File: src/rtl/fifo_evt_pkg.sv
// Package: shared types for the FIFO event generator.
// Assumes: nothing beyond IEEE 1800-2017.
package fifo_evt_pkg;

    // Which crossing a watermark detector reports.
    typedef enum logic {
        WM_FALL_BELOW = 1'b0,   // level < threshold
        WM_RISE_TO    = 1'b1    // level >= threshold
    } wm_kind_e;

endpackage

File: src/rtl/fifo_evt_wm.sv
// Module: watermark edge detector.
// Registers a FIFO level, compares it combinationally with a threshold,
// and pulses for one cycle when the comparison turns from false to true.
// Assumes: level and threshold are in the same clock domain.
module fifo_evt_wm
    import fifo_evt_pkg::*;
#(
    parameter int       LVL_W = 6,
    parameter wm_kind_e KIND  = WM_FALL_BELOW
) (
    input  logic             clk,
    input  logic             rst_n,
    input  logic [LVL_W-1:0] level,
    input  logic [LVL_W-1:0] thresh,
    output logic             ev
);

    logic [LVL_W-1:0] lvl_q;
    logic             cond;
    logic             cond_prev;

    // Pick the comparison sense from the variant parameter.
    generate
        if (KIND == WM_FALL_BELOW) begin : g_below
            always_comb cond = (lvl_q < thresh);
        end else begin : g_rise
            always_comb cond = (lvl_q >= thresh);
        end
    endgenerate

    // Sample the level, keep the comparison history, register the edge.
    always_ff @(posedge clk) begin
        if (!rst_n) begin
            lvl_q     <= '0;
            cond_prev <= 1'b1;
            ev        <= 1'b0;
        end else begin
            lvl_q     <= level;
            cond_prev <= cond;
            ev        <= cond && !cond_prev;
        end
    end

    AST_WM_ONE_CYCLE: assert property (@(posedge clk) disable iff (!rst_n)
        ev |=> !ev);

endmodule

File: src/rtl/fifo_evt_strobe.sv
// Module: strobe-based events (transmit empty, receive overflow).
// Assumes: tx_level is the level before the pop of this cycle.
module fifo_evt_strobe #(
    parameter int LVL_W = 6
) (
    input  logic             clk,
    input  logic             rst_n,
    input  logic [LVL_W-1:0] tx_level,
    input  logic             tx_pop,
    input  logic             rx_push_req,
    input  logic             rx_full,
    output logic             ev_tx_empty,
    output logic             ev_rx_ovf
);

    localparam logic [LVL_W-1:0] LAST_ONE = LVL_W'(1);

    // Register a pulse when the last byte leaves or a push hits a full FIFO.
    always_ff @(posedge clk) begin
        if (!rst_n) begin
            ev_tx_empty <= 1'b0;
            ev_rx_ovf   <= 1'b0;
        end else begin
            ev_tx_empty <= tx_pop && (tx_level == LAST_ONE);
            ev_rx_ovf   <= rx_push_req && rx_full;
        end
    end

    AST_TXE_CAUSE: assert property (@(posedge clk) disable iff (!rst_n)
        ev_tx_empty |-> $past(tx_pop && (tx_level == LAST_ONE)));
    AST_OVF_CAUSE: assert property (@(posedge clk) disable iff (!rst_n)
        ev_rx_ovf |-> $past(rx_push_req && rx_full));

endmodule

File: src/rtl/fifo_evt_timeout.sv
// Module: receive timeout timer.
// Counts bit ticks while enabled and the receive FIFO holds data; fires at
// the programmed limit; restarts on a depth change, a read, or expiry.
// Assumes: bit_tick is a single-cycle strobe; a zero limit disables firing.
module fifo_evt_timeout #(
    parameter int LVL_W = 6,
    parameter int TO_W  = 24
) (
    input  logic             clk,
    input  logic             rst_n,
    input  logic [LVL_W-1:0] rx_level,
    input  logic             rx_read,
    input  logic             bit_tick,
    input  logic [TO_W-1:0]  to_limit,
    input  logic             to_en,
    output logic             ev
);

    logic [TO_W-1:0]  cnt;
    logic [TO_W:0]    cnt_inc;
    logic [LVL_W-1:0] lvl_q;
    logic             active;
    logic             restart;
    logic             hit;

    // Decode activity, restart causes and the expiry condition.
    always_comb begin
        active  = to_en && (rx_level != '0);
        restart = (rx_level != lvl_q) || rx_read;
        cnt_inc = {1'b0, cnt} + 1'b1;
        hit     = active && bit_tick && !restart && (to_limit != '0)
                  && (cnt_inc == {1'b0, to_limit});
    end

    // Track the level, advance or clear the counter, register expiry.
    always_ff @(posedge clk) begin
        if (!rst_n) begin
            lvl_q <= '0;
            cnt   <= '0;
            ev    <= 1'b0;
        end else begin
            lvl_q <= rx_level;
            ev    <= hit;
            if (!active || restart || hit) begin
                cnt <= '0;
            end else if (bit_tick) begin
                cnt <= cnt_inc[TO_W-1:0];
            end
        end
    end

    AST_TO_HELD: assert property (@(posedge clk) disable iff (!rst_n)
        (!to_en || (rx_level == '0)) |=> (cnt == '0));
    AST_TO_CAUSE: assert property (@(posedge clk) disable iff (!rst_n)
        ev |-> $past(to_en && bit_tick && (rx_level != '0)));
    AST_TO_RESTART: assert property (@(posedge clk) disable iff (!rst_n)
        (rx_read && active) |=> (cnt == '0));

endmodule

File: src/rtl/uart_fifo_evt.sv
// Module: top of the UART FIFO interrupt event generator.
// Produces one-cycle event pulses for an external interrupt-state register.
// Assumes: all inputs synchronous to clk; levels range 0 to DEPTH.
module uart_fifo_evt
    import fifo_evt_pkg::*;
#(
    parameter int DEPTH = 32,
    parameter int TO_W  = 24,
    parameter int LVL_W = $clog2(DEPTH + 1)
) (
    input  logic             clk,
    input  logic             rst_n,
    input  logic [LVL_W-1:0] tx_level,
    input  logic [LVL_W-1:0] rx_level,
    input  logic [LVL_W-1:0] tx_thresh,
    input  logic [LVL_W-1:0] rx_thresh,
    input  logic             tx_pop,
    input  logic             rx_push_req,
    input  logic             rx_full,
    input  logic             rx_read,
    input  logic             bit_tick,
    input  logic [TO_W-1:0]  to_limit,
    input  logic             to_en,
    output logic             ev_tx_wm,
    output logic             ev_rx_wm,
    output logic             ev_tx_empty,
    output logic             ev_rx_ovf,
    output logic             ev_rx_timeout
);

    fifo_evt_wm #(.LVL_W(LVL_W), .KIND(WM_FALL_BELOW)) u_tx_wm (
        .clk    (clk),
        .rst_n  (rst_n),
        .level  (tx_level),
        .thresh (tx_thresh),
        .ev     (ev_tx_wm)
    );

    fifo_evt_wm #(.LVL_W(LVL_W), .KIND(WM_RISE_TO)) u_rx_wm (
        .clk    (clk),
        .rst_n  (rst_n),
        .level  (rx_level),
        .thresh (rx_thresh),
        .ev     (ev_rx_wm)
    );

    fifo_evt_strobe #(.LVL_W(LVL_W)) u_strobe (
        .clk         (clk),
        .rst_n       (rst_n),
        .tx_level    (tx_level),
        .tx_pop      (tx_pop),
        .rx_push_req (rx_push_req),
        .rx_full     (rx_full),
        .ev_tx_empty (ev_tx_empty),
        .ev_rx_ovf   (ev_rx_ovf)
    );

    fifo_evt_timeout #(.LVL_W(LVL_W), .TO_W(TO_W)) u_timeout (
        .clk      (clk),
        .rst_n    (rst_n),
        .rx_level (rx_level),
        .rx_read  (rx_read),
        .bit_tick (bit_tick),
        .to_limit (to_limit),
        .to_en    (to_en),
        .ev       (ev_rx_timeout)
    );

    AST_TXWM_CROSS: assert property (@(posedge clk) disable iff (!rst_n)
        ev_tx_wm |-> $past(tx_level < tx_thresh, 2));
    AST_RXWM_CROSS: assert property (@(posedge clk) disable iff (!rst_n)
        ev_rx_wm |-> $past(rx_level >= rx_thresh, 2));
    AST_RESET_QUIET: assert property (@(posedge clk)
        $past(!rst_n) |-> !(ev_tx_wm || ev_rx_wm || ev_tx_empty
                            || ev_rx_ovf || ev_rx_timeout));

endmodule

File: config.mk
export PLATFORM = sky130hd
export DESIGN_NAME = uart_fifo_evt
export DESIGN_NICKNAME = d
export VERILOG_FILES = /design/src/rtl/fifo_evt_pkg.sv /design/src/rtl/fifo_evt_wm.sv /design/src/rtl/fifo_evt_strobe.sv /design/src/rtl/fifo_evt_timeout.sv /design/src/rtl/uart_fifo_evt.sv
export SDC_FILE = /design/constraint.sdc
export NUM_CORES = 1
export LEC_CHECK = 0
export ABC_AREA = 0
export BUFFER_PORTS_ARGS = -buffer_cell sky130_fd_sc_hd__buf_2
export CAP_MARGIN = 20
export CELL_PAD_IN_SITES_DETAIL_PLACEMENT = 1
export CELL_PAD_IN_SITES_GLOBAL_PLACEMENT = 1
export CORE_MARGIN = 3
export CORE_UTILIZATION = 44
export CTS_BUF_LIST = sky130_fd_sc_hd__clkbuf_16
export DETAILED_ROUTE_END_ITERATION = 10
export GPL_ROUTABILITY_DRIVEN = 0
export MAX_ROUTING_LAYER = met4
export PLACE_DENSITY_LB_ADDON = 0.1
export SYNTH_ARGS = -nofsm -noshare
export SYNTH_HDL_FRONTEND = slang
export SYNTH_SLANG_ARGS = --single-unit
export TNS_END_PERCENT = 20
File: constraint.sdc
create_clock -name clk -period 4 [get_ports clk]
set_input_delay 0.8 -clock clk [delete_from_list [all_inputs] [get_ports clk]]
set_output_delay 0.8 -clock clk [all_outputs]
set_load 0.02 [all_outputs]
Word level (Yosys, flattened, before mapping)
Cells that the tools add are included.
{"block": "word_totals", "register_bits": 43, "inputBits": 56, "out_inout_bits": 5, "word_cells": 36}
{"block": "op_classes", "n_addsub": 1, "n_lt_le_gt_ge": 2, "n_eq_ne": 3, "bitwise_logic": 1, "n_reduce_logical": 19}
{"operator": "adder 24 x 1 -> 25 bit, second input constant", "count": 1}
{"operator": "equality test 25 x 24 -> 1 bit", "count": 1}
{"operator": "nonzero test 24 bit", "count": 1}
{"operator": "logical AND 1 bit", "count": 9}
{"operator": "equality test 6 x 1 -> 1 bit, second input constant", "count": 1}
{"operator": ">= comparator 6 bit", "count": 1}
{"operator": "less-than comparator 6 bit", "count": 1}
{"operator": "inequality test 6 bit", "count": 1}
{"operator": "nonzero test 6 bit", "count": 1}
{"operator": "zero test 1 bit", "count": 4}
{"operator": "logical OR 1 bit", "count": 3}
{"operator": "OR reduction 2 bit", "count": 1}
{"operator": "inverter 1 bit", "count": 1}

Depth between registers and ports, before layout
{"block": "depth", "word_depth": 8, "depth_mapped": 10, "mapped_depth_nobuf": 9}

By module
Synthesis repeated with hierarchy kept, for this count alone.
{"block": "unflattened", "cells_unflattened": 357, "area_unflattened_um2": 3138.0}
{"mod": "fifo_evt_timeout", "n_inst": 1, "cells_per_inst": 277, "area_each_um2": 2312.2, "seq_area_each_um2": 620.6}
{"mod": "fifo_evt_wm (u_rx_wm)", "n_inst": 1, "cells_per_inst": 38, "area_each_um2": 380.4, "seq_area_each_um2": 160.2}
{"mod": "fifo_evt_wm (u_tx_wm)", "n_inst": 1, "cells_per_inst": 36, "area_each_um2": 372.9, "seq_area_each_um2": 160.2}
{"mod": "fifo_evt_strobe", "n_inst": 1, "cells_per_inst": 6, "area_each_um2": 72.6, "seq_area_each_um2": 40.0}

Worst setup path before layout
No wires, ideal clock.
{"block": "synth_path", "path_type": "reg-to-reg", "start": "register u_timeout.cnt[1]", "end": "register u_timeout.cnt[10]", "setup_time_ps": 130, "arrival_ps": 2613, "path_slack_ps": 1257, "stages_incl_launch_ff": 11, "synth_period_minus_slack_ps": 2743, "path_cell_list": "dfxtp_1 ha_1 nand3_1 nor2_4 and4_1 clkbuf_1 o221ai_1 a211o_1 a2111oi_4 buf_4 nor3_1"}
{"block": "synth_between", "elab_chain_len": 5}
{"element": "start: declaration", "line_no": "fifo_evt_timeout.sv:19", "text": "logic [TO_W-1:0] cnt;"}
{"element": "start signal: assignment", "line_no": "fifo_evt_timeout.sv:47", "text": "cnt <= cnt_inc[TO_W-1:0];"}
{"element": "adder 24 x 1 -> 25 bit (*)", "line_no": "fifo_evt_timeout.sv:30", "text": "cnt_inc = {1'b0, cnt} + 1'b1;"}
{"element": "equality test 25 x 24 -> 1 bit", "line_no": "fifo_evt_timeout.sv:32", "text": "&& (cnt_inc == {1'b0, to_limit});"}
{"element": "logical AND 1 bit", "line_no": "fifo_evt_timeout.sv:32"}
{"element": "logical OR 1 bit", "line_no": "fifo_evt_timeout.sv:44", "text": "if (!active || restart || hit) begin"}
{"element": "OR reduction 2 bit (no line)"}
Every way passes the cells marked *; elsewhere a longest branch is shown, timed or not.
A chain may end at the register's enable or synchronous reset.

Worst setup path after layout
{"block": "layout_path", "start": "register u_timeout.cnt[0]", "end": "register u_timeout.cnt[14]"}
The elaborated chain is that of the path after synthesis.

==> results.json <==
{
  "status": "finished, final reports clean",
  "final_hold_viol_count": 0,
  "synth-edff-count": 0,
  "slew_headroom_pct": 61.0,
  "drc_errors": 0,
  "worst_setup_path_end_kind": "register",
  "fin_setup_tns_ps": 0,
  "synth.distinct_cells": 46,
  "clkSlewWorstSetupHoldPaths_ps": 70,
  "cp_max_fo": 10,
  "cts_setup_buffers": 0,
  "regToRegSetupSlack_ps": 650,
  "cts_resized": 0,
  "fillers": 741,
  "reg2regPathDepth": 9,
  "p_leak_nw": 1.37,
  "die_w_um": 86.4,
  "syn_to_final_growth_pct": 16.9,
  "worstHoldPathCells": 1,
  "timing.rr.start": "u_timeout.cnt[0]",
  "arrival_ps": 3500,
  "syn_area_um2": 2850,
  "rsz0062_at_grt": "no",
  "antenna_found_initial": 0,
  "holdBufCountCts": 0,
  "reg2reg_to": "u_timeout.cnt[14]",
  "ctsLongestPathBuffers": 2,
  "whs_endpoint": "u_rx_wm.ev",
  "clock_skew_ps": 2.76,
  "track_usage_pct": 22.9,
  "routed_wl_um": 7910,
  "final_antenna_net_count": 0,
  "grt_pass1_wl_um": 13300,
  "drv_slew": 0,
  "routedWlPerCell_um": 17.2,
  "cp_slowest_cell": "nor4_1",
  "cap_violations": 0,
  "crit_path_max_incr_delay_ps": 550,
  "path_buf_inv": 1,
  "drive_gt1_share_pct": 21.1,
  "ys_warn_count": 0,
  "crit_type": "reg -> reg",
  "syn_avg_cell_area_um2": 8.50,
  "drtIter0Drc": 90,
  "cts-root-buf": "clkbuf_16",
  "cp-start-kind": "register",
  "numClockSinks": 43,
  "ys_async_sr_fraction_pct": 0,
  "ys.flop_type": "dfxtp_1",
  "switching_share_pct": 23.4,
  "postSynthCellCount": 335,
  "path_cells": "ha_1, nand3_1, nor4_1, xnor2_1, o2111ai_1, a211o_1, a2111oi_4, buf_4, nor3_1",
  "vias": 2632,
  "viasPerCell": 5.73,
  "multi_input_area_um2": 1810,
  "pwr-share-comb_pct": 10.9,
  "worstSkewPairLatency_ps": 290,
  "grt.overflow.total": 0,
  "initial_core_util_pct": 46.7,
  "p_seq_share_pct": 42.8,
  "rows": 28,
  "dieHeight_um": 86.4,
  "numCtsBuffers": 5,
  "required_ps": 4160,
  "max_slew.worst_pin.slew_ps": 580,
  "core_um2": 6100,
  "p_int_uw": 789,
  "power_density_nw_per_um2": 310,
  "grt_max_degree": 21,
  "peakVddDrop_mv": 0.154,
  "seq_area_frac_synth_pct": 30.2,
  "io_buffers": 60,
  "dr.pass1.iters": 4,
  "fmax_ghz": 0.299,
  "min_from": "u_rx_wm.cond_prev",
  "switchingPower_uw": 242,
  "p_clk_share_pct": 46.4,
  "post-route-period-util_pct": 83.7,
  "min_path_type": "reg -> reg",
  "post-route-min-period_ps": 3350,
  "die_area_um2": 7470,
  "ys_seq_elements": 43,
  "ctsHtreeMaxLevel": 2,
  "setup_viol": 0,
  "dp_hpwl_um": 6010,
  "ioPinCount": 61,
  "cp_top_family": "compound AO/OA/AOI/OAI gates",
  "utilization_pct": 54.6,
  "cts_tree": "built",
  "grt_pass1_vias": 2751,
  "regArea_um2": 861,
  "syn_nets": 403,
  "final_nets": 451,
  "antennaDiodeCount": 0
}
[cells in the mapped netlist (4+ instances only)]
cell type | number | area share (%)
buf_2 | 5 | 0.88
and4_1 | 5 | 1.5
and3_1 | 6 | 1.3
nand2b_1 | 5 | 1.1
nor3_1 | 24 | 4.2
nor4_1 | 21 | 4.6
o21ai_0 | 5 | 0.88
a21o_1 | 8 | 2.1
xor2_1 | 33 | 10
inv_1 | 17 | 2.2
xnor2_1 | 25 | 7.7
ha_1 | 12 | 5.3
nor2_1 | 12 | 1.6
nand3_1 | 10 | 1.8
nand4_1 | 13 | 2.9
nand2_1 | 20 | 2.6
buf_4 | 4 | 1.1
and2_1 | 14 | 3.1
clkbuf_1 | 11 | 1.5
dfxtp_1 | 43 | 30
[layout by cell type (no fill, tap or decap), types with 4 or more instances in the layout]
| cell | synthesis | routed |
|---|---|---|
| buf_2 | 5 | 60 |
| dfxtp_1 | 43 | 43 |
| xor2_1 | 33 | 33 |
| xnor2_1 | 25 | 25 |
| nor3_1 | 24 | 24 |
| nor4_1 | 21 | 21 |
| nand2_1 | 20 | 20 |
| inv_1 | 17 | 17 |
| and2_1 | 14 | 14 |
| nand4_1 | 13 | 13 |
| nor2_1 | 12 | 12 |
| ha_1 | 12 | 12 |
| nand3_1 | 10 | 10 |
| a21o_1 | 8 | 8 |
| and3_1 | 6 | 6 |
| and4_1 | 5 | 5 |
| o21ai_0 | 5 | 5 |
| nand2b_1 | 5 | 5 |
| clkbuf_16 | 0 | 5 |
| buf_4 | 4 | 4 |
[power by group through the flow]
stage                     Combinational (mW)  Clock, mW  Sequential (mW)
after global placement                 0.108          0            0.451
after floorplan                       0.0580          0            0.452
final                                  0.112      0.478            0.441
after global routing                   0.126      0.507            0.442
after CTS                              0.113      0.485            0.441
after detailed placement               0.112          0            0.451
[cell type report]
cell class,count,share of cell area [%]
timing repair buffer,64,9.93
inverter,17,1.92
multi-input combinational,252,54.3
clock buffer,5,3.76
clock inverter,3,1.39
tap,75,2.82
sequential,43,25.9
[kinds of logic after synthesis]
family	share of synthesized area, %
and+or+nand+nor	30.6
adders and majority gates	5.27
muxes	0.703
DFF	30.2
xor gates and xnor gates	17.8
buffers and inverters	6.29
AOI/OAI and AO/OA	9.06
[metal layers]
| layer | share of wire [%] | vias to the layer above | GRT usage (%) |
|---|---|---|---|
| li1 | - | 1284 | - |
| met5 | 0 | - | - |
| met4 | 0.90 | 0 | 5.81 |
| met2 | 48 | 61 | 37.4 |
| met3 | 4.1 | 8 | 3.42 |
| met1 | 47 | 1279 | 29.8 |
[worst max path at each step]
| stage | startpoint | endpoint | cells after the start | slack (ps) |
|---|---|---|---|---|
| after CTS | u_timeout.cnt[0] | u_timeout.cnt[3] | 9 | 670 |
| final | u_timeout.cnt[0] | u_timeout.cnt[14] | 9 | 650 |
| after detailed placement | rx_level[3] | u_timeout.cnt[5] | 9 | 730 |
| after floorplan | u_timeout.cnt[1] | u_timeout.cnt[10] | 10 | 1260 |
| after global placement | rx_level[3] | u_timeout.cnt[8] | 9 | 780 |
| after global routing | u_timeout.cnt[0] | u_timeout.cnt[14] | 9 | 460 |
[flip-flops by register name, summed over array words and instances (netlist names)]
signal,count
u_timeout.ev,1
u_timeout.lvl_q,6
u_tx_wm.lvl_q,6
u_timeout.cnt,24
u_strobe.ev_rx_ovf,1
u_tx_wm.cond_prev,1
u_rx_wm.cond_prev,1
u_tx_wm.ev,1
u_strobe.ev_tx_empty,1
u_rx_wm.ev,1
[stage by stage]
stage | cells | setup WS [ps] | power, mW | area, um2 | hold slack [ps]
6_report | 459 | 653 | 1.03 | 3330 | 395
4_1_cts | 459 | 674 | 1.04 | 3330 | 399
5_1_grt | 459 | 462 | 1.07 | 3330 | 409
2_1_floorplan | 335 | 1260 | 0.509 | 2850 | 372
3_3_place_gp | 451 | 782 | 0.558 | 3160 | 380
3_5_place_dp | 451 | 727 | 0.563 | 3160 | 390
Power figures use the tool's default switching activity.
